File: src/rtl/qpwm_pkg.sv
package qpwm_pkg;

    // Register groups selected by the decoded address
    typedef enum logic [1:0] {
        SEL_CTRL   = 2'd0,
        SEL_RELOAD = 2'd1,
        SEL_DUTY   = 2'd2,
        SEL_NONE   = 2'd3
    } reg_sel_e;

endpackage

File: src/rtl/qpwm_regs.sv
module qpwm_regs
    import qpwm_pkg::*;
#(
    parameter int CNT_W  = 8,
    parameter int NUM_CH = 4,
    parameter int ADDR_W = 3
) (
    input  logic                           clk,
    input  logic                           rst_n,
    input  logic                           wr_en,
    input  logic [ADDR_W-1:0]              addr,
    input  logic [CNT_W-1:0]               wdata,
    output logic [CNT_W-1:0]               rdata,
    output logic [NUM_CH-1:0]              ch_en,
    output logic [NUM_CH-1:0]              ch_pol,
    output logic [CNT_W-1:0]               reload,
    output logic [NUM_CH-1:0][CNT_W-1:0]   duty
);

    localparam int IDX_W     = ADDR_W - 1;
    localparam int DUTY_BASE = 1 << IDX_W;

    typedef struct packed {
        logic [NUM_CH-1:0]            en;
        logic [NUM_CH-1:0]            pol;
        logic [CNT_W-1:0]             reload;
        logic [NUM_CH-1:0][CNT_W-1:0] duty;
    } regs_t;

    regs_t          st_d, st_q;
    reg_sel_e       sel;
    logic [IDX_W-1:0] idx;

    // Address decode
    always_comb begin
        idx = addr[IDX_W-1:0];
        if (int'(addr) >= DUTY_BASE) begin
            sel = (int'(idx) < NUM_CH) ? SEL_DUTY : SEL_NONE;
        end else if (addr == ADDR_W'(0)) begin
            sel = SEL_CTRL;
        end else if (addr == ADDR_W'(1)) begin
            sel = SEL_RELOAD;
        end else begin
            sel = SEL_NONE;
        end
    end

    // Next state
    always_comb begin
        st_d = st_q;
        if (wr_en) begin
            unique case (sel)
                SEL_CTRL: begin
                    st_d.en  = wdata[NUM_CH +: NUM_CH];
                    st_d.pol = wdata[0 +: NUM_CH];
                end
                SEL_RELOAD: st_d.reload   = wdata;
                SEL_DUTY:   st_d.duty[idx] = wdata;
                default:    st_d = st_q;
            endcase
        end
    end

    always_ff @(posedge clk or negedge rst_n) begin
        if (!rst_n) st_q <= '0;
        else        st_q <= st_d;
    end

    // Readback
    always_comb begin
        rdata = '0;
        unique case (sel)
            SEL_CTRL: begin
                rdata[NUM_CH +: NUM_CH] = st_q.en;
                rdata[0 +: NUM_CH]      = st_q.pol;
            end
            SEL_RELOAD: rdata = st_q.reload;
            SEL_DUTY:   rdata = st_q.duty[idx];
            default:    rdata = '0;
        endcase
    end

    assign ch_en  = st_q.en;
    assign ch_pol = st_q.pol;
    assign reload = st_q.reload;
    assign duty   = st_q.duty;

    // a control write lands on the next cycle
    assert_ctrl_write_R2: assert property (@(posedge clk) disable iff (!rst_n)
        (wr_en && addr == ADDR_W'(0)) |=>
            (ch_en == $past(wdata[NUM_CH +: NUM_CH]) && ch_pol == $past(wdata[0 +: NUM_CH])));

    // unmapped addresses leave every register unchanged
    assert_unmapped_ignored_R2: assert property (@(posedge clk) disable iff (!rst_n)
        (addr == ADDR_W'(2) || addr == ADDR_W'(3)) |=>
            ($stable(ch_en) && $stable(ch_pol) && $stable(reload) && $stable(duty)));

    // the reload register changes only through its own address
    assert_reload_write_R2: assert property (@(posedge clk) disable iff (!rst_n)
        !(wr_en && addr == ADDR_W'(1)) |=> $stable(reload));

endmodule

File: src/rtl/qpwm_counter.sv
module qpwm_counter #(
    parameter int CNT_W = 8
) (
    input  logic             clk,
    input  logic             rst_n,
    input  logic             tick,
    input  logic [CNT_W-1:0] reload,
    output logic [CNT_W-1:0] cnt,
    output logic             wrap
);

    localparam logic [CNT_W-1:0] CNT_TOP = {CNT_W{1'b1}};

    typedef struct packed {
        logic [CNT_W-1:0] cnt;
    } cnt_st_t;

    cnt_st_t st_d, st_q;

    always_comb begin
        st_d = st_q;
        wrap = tick && (st_q.cnt == CNT_TOP);
        if (wrap)      st_d.cnt = reload;
        else if (tick) st_d.cnt = st_q.cnt + CNT_W'(1);
    end

    always_ff @(posedge clk or negedge rst_n) begin
        if (!rst_n) st_q <= '0;
        else        st_q <= st_d;
    end

    assign cnt = st_q.cnt;

    // ordinary tick steps by one
    assert_step_R3: assert property (@(posedge clk) disable iff (!rst_n)
        (tick && cnt != CNT_TOP) |=> (cnt == $past(cnt) + CNT_W'(1)));

    // no tick, no movement
    assert_hold_R3: assert property (@(posedge clk) disable iff (!rst_n)
        !tick |=> $stable(cnt));

    // at the top the counter restarts from the reload value
    assert_reload_R4: assert property (@(posedge clk) disable iff (!rst_n)
        (tick && cnt == CNT_TOP) |=> (cnt == $past(reload)));

endmodule

File: src/rtl/qpwm_channel.sv
module qpwm_channel #(
    parameter int CNT_W = 8
) (
    input  logic             clk,
    input  logic             rst_n,
    input  logic             load,
    input  logic [CNT_W-1:0] duty,
    input  logic [CNT_W-1:0] cnt,
    input  logic             en,
    input  logic             pol,
    output logic             pwm
);

    typedef struct packed {
        logic [CNT_W-1:0] cmp;
    } ch_st_t;

    ch_st_t st_d, st_q;
    logic   at_or_below;

    always_comb begin
        st_d = st_q;
        if (load) st_d.cmp = duty;
    end

    always_ff @(posedge clk or negedge rst_n) begin
        if (!rst_n) st_q <= '0;
        else        st_q <= st_d;
    end

    // Polarity is applied after the compare, so a flip acts at once
    always_comb begin
        at_or_below = (cnt <= st_q.cmp);
        pwm         = en && (at_or_below ^ pol);
    end

    // the active compare only moves on a reload
    assert_cmp_hold_R5: assert property (@(posedge clk) disable iff (!rst_n)
        !load |=> $stable(st_q.cmp));

    assert_cmp_load_R5: assert property (@(posedge clk) disable iff (!rst_n)
        load |=> (st_q.cmp == $past(duty)));

    // disabled channel is quiet
    assert_disabled_low_R8: assert property (@(posedge clk) disable iff (!rst_n)
        !en |-> !pwm);

endmodule

File: src/rtl/quad_reload_pwm.sv
module quad_reload_pwm
    import qpwm_pkg::*;
#(
    parameter int CNT_W  = 8,
    parameter int NUM_CH = 4,
    parameter int ADDR_W = 3
) (
    input  logic              clk,
    input  logic              rst_n,
    input  logic              tick_en,
    input  logic              wr_en,
    input  logic [ADDR_W-1:0] addr,
    input  logic [CNT_W-1:0]  wdata,
    output logic [CNT_W-1:0]  rdata,
    output logic [NUM_CH-1:0] pwm_out
);

    localparam logic [CNT_W-1:0] CNT_TOP = {CNT_W{1'b1}};

    logic [NUM_CH-1:0]            ch_en;
    logic [NUM_CH-1:0]            ch_pol;
    logic [CNT_W-1:0]             reload;
    logic [NUM_CH-1:0][CNT_W-1:0] duty;
    logic [CNT_W-1:0]             cnt;
    logic                         wrap;

    qpwm_regs #(
        .CNT_W (CNT_W),
        .NUM_CH(NUM_CH),
        .ADDR_W(ADDR_W)
    ) u_regs (
        .clk   (clk),
        .rst_n (rst_n),
        .wr_en (wr_en),
        .addr  (addr),
        .wdata (wdata),
        .rdata (rdata),
        .ch_en (ch_en),
        .ch_pol(ch_pol),
        .reload(reload),
        .duty  (duty)
    );

    qpwm_counter #(
        .CNT_W(CNT_W)
    ) u_counter (
        .clk   (clk),
        .rst_n (rst_n),
        .tick  (tick_en),
        .reload(reload),
        .cnt   (cnt),
        .wrap  (wrap)
    );

    for (genvar g = 0; g < NUM_CH; g++) begin : g_ch
        qpwm_channel #(
            .CNT_W(CNT_W)
        ) u_ch (
            .clk  (clk),
            .rst_n(rst_n),
            .load (wrap),
            .duty (duty[g]),
            .cnt  (cnt),
            .en   (ch_en[g]),
            .pol  (ch_pol[g]),
            .pwm  (pwm_out[g])
        );
    end

    // a polarity flip on an enabled, otherwise quiet channel inverts its output
    for (genvar g = 0; g < NUM_CH; g++) begin : g_pol_chk
        assert_pol_flip_R9: assert property (@(posedge clk) disable iff (!rst_n)
            ($changed(ch_pol[g]) && ch_en[g] && $stable(ch_en[g]) && $stable(cnt))
                |-> (pwm_out[g] != $past(pwm_out[g])));
    end

    // a reload cycle always brings the counter to the reload value
    assert_wrap_target_R4: assert property (@(posedge clk) disable iff (!rst_n)
        (tick_en && cnt == CNT_TOP) |=> (cnt == $past(reload)));

endmodule

File: config.mk
export PLATFORM = sky130hd
export DESIGN_NAME = quad_reload_pwm
export DESIGN_NICKNAME = d
export VERILOG_FILES = /design/src/rtl/qpwm_pkg.sv /design/src/rtl/qpwm_regs.sv /design/src/rtl/qpwm_counter.sv /design/src/rtl/qpwm_channel.sv /design/src/rtl/quad_reload_pwm.sv
export SDC_FILE = /design/constraint.sdc
export NUM_CORES = 1
export LEC_CHECK = 0
export ABC_AREA = 1
export BUFFER_PORTS_ARGS = -buffer_cell sky130_fd_sc_hd__buf_4
export CORE_MARGIN = 3
export CORE_UTILIZATION = 51
export DETAILED_ROUTE_END_ITERATION = 10
export GPL_ROUTABILITY_DRIVEN = 0
export GPL_TIMING_DRIVEN = 0
export PLACE_DENSITY = 0.69
export RECOVER_POWER = 100
export SYNTH_ARGS = -nofsm -noshare
export SYNTH_HDL_FRONTEND = slang
export SYNTH_SLANG_ARGS = --single-unit
File: constraint.sdc
create_clock -name clk -period 1.9 [get_ports clk]
set_clock_uncertainty 0.05 [all_clocks]
set_input_delay 0.19 -clock clk [delete_from_list [all_inputs] [get_ports clk]]
set_output_delay 0.19 -clock clk [all_outputs]
set_load 0.02 [all_outputs]
==> impl_metrics.toml, run 1 <==
[outcome]
status = "finished, violations left"
violations = "setup timing"

[setup_path]
r2r-start = "u_counter.cnt[1]"
critPathCapture = "pwm_out[2]"
cp_cell_sequence = "ha_4 > nand2_4 > nor2_4 > nand4_1 > nand3_1 > nand2_1 > nor2_2 > buf_6"
cp.required_ps = 1660
r2r_end = "u_counter.cnt[7]"
path_class = "register to output port"
worstSetupEndpointType = "output port"
crit_path_start = "u_counter.cnt[7]"
cp.arrival_ps = 1960
crit_buf_inv = 1
start_kind = "register"
worstPathMaxFanout = 6
crit_family = "simple AND/OR/NAND/NOR gates"
slowest_stage = "dfrtp_2"
path_depth = 8
ff2ff_setup_slack_ps = 0
max_stage_delay_ps = 520
reg2reg_depth = 10

[hold_path]
holdCritPathClass = "primary input to async pin"

[power_and_ir_drop]
vdd_drop_max_mv = 0.513
power.leakage_nw = 2.68
power_density_nw_per_um2 = 1050

[cts]
clkLatencyLatePin_ps = 360
ctsHtreeMaxLevel = 3
cts_buffers = 9
clock_sinks = 88
cts-root-buf = "clkbuf_8"
clk_path_buf_depth = 2
cts_tree = "done"
path_clk_slew_ps = 90

[layout]
antenna_cells = 0
design_area_sq_um = 5590
final_cells = 754
fin_util = 0.632
layout-drive-gt1-share = 0.152
areaGrowthSynthToFinish_pct = 18.9
fin_nets = 689

[global_routing]
antenna_found_initial = 0
grt_pass1_vias = 3982
grt_usage = 0.260
grt_max_degree = 89
grt_pass1_wl_um = 20300
overflow = 0

[timing]
drv_slew = 0
finalWorstSetupSlack_ps = -299
grt_setup_unrepaired = "yes"
max_slew_margin = 0.206
tightest_slew_ps = 1190
min_period_ps = 2200
fin_setup_tns_ps = -1090
setup_viol = 4
max_freq_mhz = 455
min_period_over_period = 1.16
final_hold_viol_count = 0

[flow_run]
maxCapViolations = 0

[yosys]
synth_warnings = 0
synthAdderAreaFrac = 0.0878
synthCells = 591
synth_top_family_by_area = "simple AND/OR/NAND/NOR gates"
synth_edf_count = 0
synthFlopType = "dfrtp_1"
avgSynthCellArea_sq_um = 7.96
async_reset_ff_frac = 1.00
synth-xor-area-share = 0.00373
synth_mux_area_frac = 0
synth_compound_area_frac = 0.150
synth_seq_cells = 88
yosysSeqAreaShare = 0.468
synth_simple_gate_area_frac = 0.186
syn-cell-area_sq_um = 4700
synthesis.nets = 639
ys_types = 28

[drt]
drt-pass1-iter-count = 5
vias = 4080
detail-route-antenna-nets = 0
drt_iter0_drc = 325
routedWlPerCell_um = 16.7
wirelength_um = 12600
drcViolationCount = 0
vias_per_cell = 5.41

[die]
die_w_um = 102
initial_core_util = 0.531
ios = 27
die_h_um = 102
rows = 34
die-area_sq_um = 10400
core_sq_um = 8850

[placed_design]
placed_area_sq_um = 5020
dpl.hpwl_um = 8860
dp_slack_ps = -140
port_buffers = 25
placed_cells = 724
[cells in the mapped netlist, types with 5 or more instances]
| cell type | n | area [sq um] |
|---|---|---|
| o21ai_1 | 16 | 80.1 |
| o22ai_1 | 16 | 100 |
| buf_4 | 5 | 37.5 |
| nand3_1 | 17 | 85.1 |
| a21oi_1 | 17 | 85.1 |
| nor2_1 | 25 | 93.8 |
| nand2_1 | 163 | 612 |
| o21ai_0 | 76 | 380 |
| ha_1 | 33 | 413 |
| nand4_1 | 6 | 37.5 |
| buf_2 | 7 | 35.0 |
| inv_1 | 98 | 368 |
| dfrtp_1 | 88 | 2200 |
[cells by family (layout without fill, tap and decap cells)]
family / Yosys count / count (layout)
and+or+nand+nor: 216 / 216
buffers and inverters: 119 / 174
adders and majority gates: 33 / 33
DFF: 88 / 88
xor gates and xnor gates: 2 / 2
AOI/OAI and AO/OA: 133 / 133
[where the power goes]
part	internal (W)	switching [W]
registers	0.00213	0.000324
clock network	0.000625	0.000721
logic	0.000894	0.00118
[cell usage in the layout (no fill, tap or decap), drive strengths merged]
master / netlist / layout
xnor2: 1 / 1
nor2: 26 / 26
clkinv: 1 / 2
nand2: 165 / 165
o22ai: 16 / 16
bufinv: 0 / 1
dlygate4sd3: 0 / 8
a21oi: 17 / 17
xor2: 1 / 1
dfrtp: 88 / 88
clkbuf: 5 / 27
nor3: 1 / 1
buf: 14 / 32
inv: 99 / 103
nand4: 6 / 6
nand3: 18 / 18
clkinvlp: 0 / 1
a21o: 4 / 4
a31oi: 1 / 1
o211ai: 2 / 2
o21ai: 93 / 93
ha: 33 / 33
[metrics by stage]
step | power (W) | hold slack [ps]
after global placement | 0.00408 | 358
after detailed placement | 0.00416 | 364
final | 0.00587 | 29.6
after global routing | 0.00631 | 137
after floorplan | 0.00358 | -156
after CTS | 0.00573 | 22.2
[layout make-up]
type                       count  area (sq um)
buffer                        15          75.1
clock buffer                   9           124
clock inverter                 7          77.6
fill                         794          3260
inverter                     100           375
multi-input combinational    384          2260
sequential                    88          2210
tap                          108           135
timing repair buffer          43           330
[how the worst min path moves through the flow]
stage,from,endpoint,slack (ps),cells after the start
2_1_floorplan,rst_n,g_ch[0].u_ch.st_q[0],-160,0
6_report,rst_n,u_counter.cnt[4],30,1
5_1_grt,rst_n,g_ch[1].u_ch.st_q[7],140,1
3_3_place_gp,wdata[3],u_regs.duty[27],360,3
3_5_place_dp,wdata[6],u_regs.duty[30],360,3
4_1_cts,rst_n,u_counter.cnt[4],20,1
[worst reg2reg max path: cells and delay by family, from the launching register on]
| family | cells | cell delay [ps] |
|---|---|---|
| adder cells (fa/ha/maj) | 1 | 210 |
| buffers and inverters | 4 | 630 |
| flip-flops | 1 | 500 |
| AND/OR/NAND/NOR | 5 | 440 |
[timing repair]
item                                    4_1_cts  5_1_grt
buffers inserted                              4        6
resized for setup                            33       19
cloned                                        0        0
hold endpoints to repair                      8        0
endpoints found under the setup margin        4       38
pin swaps                                    28       18
hold buffers                                  8        0
[layer usage]
layer  routed length (um)  track usage  part of all wire  vias up
met2                 5680        0.398              0.45      143
li1                     -            -                 -     1986
met1                 5850        0.377              0.46     1926
met3                  713       0.0321             0.057       25
met4                  335        0.104             0.027        0
met5                    0            0                 0        -
[flip-flops by register name (all words and copies together) (netlist names)]
register and flops:
u_regs.reload 8, g_ch.u_ch.st_q 32, u_counter.cnt 8, u_regs.ch_pol 4, u_regs.ch_en 4, u_regs.duty 32
Note: power is estimated with default switching activity, not from simulation.
==> inputs of run 2 (changes only) <==
--- a/config.mk
+++ b/config.mk
@@ -5,7 +5,6 @@
 export SDC_FILE = /design/constraint.sdc
 export NUM_CORES = 1
 export LEC_CHECK = 0
-export ABC_AREA = 1
 export BUFFER_PORTS_ARGS = -buffer_cell sky130_fd_sc_hd__buf_4
 export CORE_MARGIN = 3
 export CORE_UTILIZATION = 51
==> run 2 against run 1 <==
Compared with the run above: critical path depth shrank 2; routed wire length shrank 4.6%; global-route usage shrank 1.9 points; the run still ends with setup timing left; core utilization grew 1.5 points; register-to-register slack lost 300 ps; critical endpoint is now pwm_out[1]; via count shrank 19%; fmax shrank 6.7%.
==> impl_metrics.toml, run 2 <==
[outcome]
status = "finished, violations left"
violations = "setup timing"

[cts]
cts_buffers = 9
ctsHoldBuffers = 0
ctsHtreeMaxLevel = 3
clk_path_buf_depth = 2
clkLatencyLatePin_ps = 370
path_clk_slew_ps = 80
cts_tree = "done"
clock_sinks = 88
cts-root-buf = "clkbuf_8"

[yosys]
synthesis.nets = 430
yosys-top-cells-count = "88 x dfrtp_1, 79 x mux2_2, 33 x ha_1, 31 x inv_1, 23 x nand2_1"
yosysSeqAreaShare = 0.471
synth_edf_count = 0
syn-cell-area_sq_um = 4680
ys_types = 35
synth_most_common_cell = "dfrtp_1"
synth_top_cell_by_area = "dfrtp_1"
synthFlopType = "dfrtp_1"
ys_top_cells_by_area = "dfrtp_1 47%, mux2_2 19%, ha_1 8.8%"
avgSynthCellArea_sq_um = 12.2
synth_warnings = 0
synth_top_cell_area_share = 0.471
async_reset_ff_frac = 1.00
synth_seq_cells = 88
synthCells = 382

[layout]
antenna_cells = 0
areaGrowthSynthToFinish_pct = 21.7
layout-drive-gt1-share = 0.448
fin_nets = 483
num-fill-cells = 633
regArea_sq_um = 2210
design_area_sq_um = 5690
multi_input_area_sq_um = 2490
mostFrequentLayoutCells = "81 x dfrtp_1, 79 x mux2_2, 33 x buf_4"
layout_commonest_cell = "dfrtp_1"

[die]
die-area_sq_um = 10400
initial_core_util = 0.531
ios = 27
die_h_um = 102
core_sq_um = 8810
rows = 34
die_w_um = 102

[timing]
final_hold_viol_count = 0
finalWorstSetupSlack_ps = -457
tightest_slew_ps = 1210
drv_slew = 0
grt_setup_unrepaired = "yes"
setup_viol = 49
fin_setup_tns_ps = -10810
max_slew_margin = 0.195
min_period_over_period = 1.24
max_freq_mhz = 424
min_period_ps = 2360

[drt]
vias = 3323
routedWlPerCell_um = 21.9
drt-pass1-iter-count = 7
detail-route-antenna-nets = 0
vias_per_cell = 6.06
drcViolationCount = 0
drt_iter0_drc = 250
wirelength_um = 12000

[power_and_ir_drop]
power_density_nw_per_um2 = 1110
power.leakage_nw = 2.57
vdd_drop_max_mv = 1.01

[setup_path]
ff2ff_setup_slack_ps = -300
worstPathMaxFanout = 6
cp.required_ps = 1660
r2r-start = "u_counter.cnt[1]"
worstSetupEndpointType = "output port"
path_class = "register to output port"
r2r_end = "u_counter.cnt[2]"
reg2reg_depth = 9
cp.arrival_ps = 2120
start_kind = "register"

[flow_run]
maxCapViolations = 0

[global_routing]
grt_pass1_wl_um = 18500
grt_max_degree = 89
grt_usage = 0.241
grt_pass1_vias = 3420
antenna_found_initial = 0
overflow = 0

[placed_design]
dp_slack_ps = -314
port_buffers = 24
placed_area_sq_um = 4990
dpl.hpwl_um = 7330

[hold_path]
holdCritPathClass = "primary input to async pin"
[run 2: cell count changes in the layout (fill, tap and decap cells not counted), sizes merged, moves of 5 or more]
| cell | previous run | this run |
|---|---|---|
| o22ai | 16 | 2 |
| nand4 | 6 | 12 |
| mux2 | 0 | 80 |
| mux4 | 0 | 8 |
| o21ai | 93 | 19 |
| nor2 | 26 | 3 |
| dlygate4sd3 | 8 | 0 |
| clkbuf | 27 | 21 |
| buf | 32 | 47 |
| or2 | 0 | 5 |
| inv | 103 | 31 |
| mux2i | 0 | 13 |
| nand2 | 165 | 23 |
| nand3 | 18 | 1 |
[run 2: where the power goes]
| part | switching (W) | total (W) | internal, W |
|---|---|---|---|
| Combinational | 0.00115 | 0.00244 | 0.00129 |
| Sequential | 0.000375 | 0.00254 | 0.00217 |
| Clock | 0.000680 | 0.00132 | 0.000642 |
[run 2: area by class of cell]
cell class,instances,area share
sequential,88,0.388
buffer,12,0.0193
inverter,31,0.0209
clock buffer,11,0.0248
tap,108,0.0237
multi-input combinational,247,0.438
timing repair buffer,46,0.0751
clock inverter,5,0.00989
[run 2: logic make-up after synthesis]
family	synth area share
mux	0.259
simple gates	0.0717
fa+ha+maj	0.0883
flops	0.471
buf+inv	0.0468
compound gates	0.0637
[run 2: stage by stage]
stage / power [W] / hold WS (ps) / utilization / instances
final: 0.00631 / 28.1 / 0.647 / 548
after detailed placement: 0.00435 / 409 / 0.567 / 514
after global placement: 0.00429 / 404 / 0.567 / 514
after global routing: 0.00663 / 38.2 / 0.647 / 548
after CTS: 0.00606 / 36.9 / 0.635 / 541
after floorplan: 0.00373 / -156 / - / 382
[run 2: repair_timing]
action,CTS,global route
cloned,2,2
setup endpoints to repair,41,46
buffers inserted,13,7
resized for setup,62,13
pin swaps,28,14
[run 2: worst max-delay path: stages (launching register included)]
cell	delay (ps)
dfrtp_2	510
ha_4	280
a21oi_1	190
o21ai_1	190
o21ai_4	200
mux2i_1	240
buf_6	140
[run 2: how the worst max path moves through the flow]
stage | end | slack, ps | cells after the start | startpoint
after floorplan | pwm_out[0] | 30 | 7 | u_counter.cnt[1]
after global placement | pwm_out[3] | -300 | 8 | u_counter.cnt[1]
after detailed placement | pwm_out[1] | -310 | 8 | u_counter.cnt[1]
after CTS | pwm_out[3] | -440 | 7 | u_counter.cnt[1]
after global routing | pwm_out[1] | -560 | 6 | u_counter.cnt[7]
final | pwm_out[1] | -460 | 6 | u_counter.cnt[7]
[run 2: routing by layer]
metal | wire length (um) | global-route usage
met1 | 5070 | 0.334
met2 | 5690 | 0.382
met3 | 886 | 0.0537
met4 | 359 | 0.0706
met5 | 0 | 0
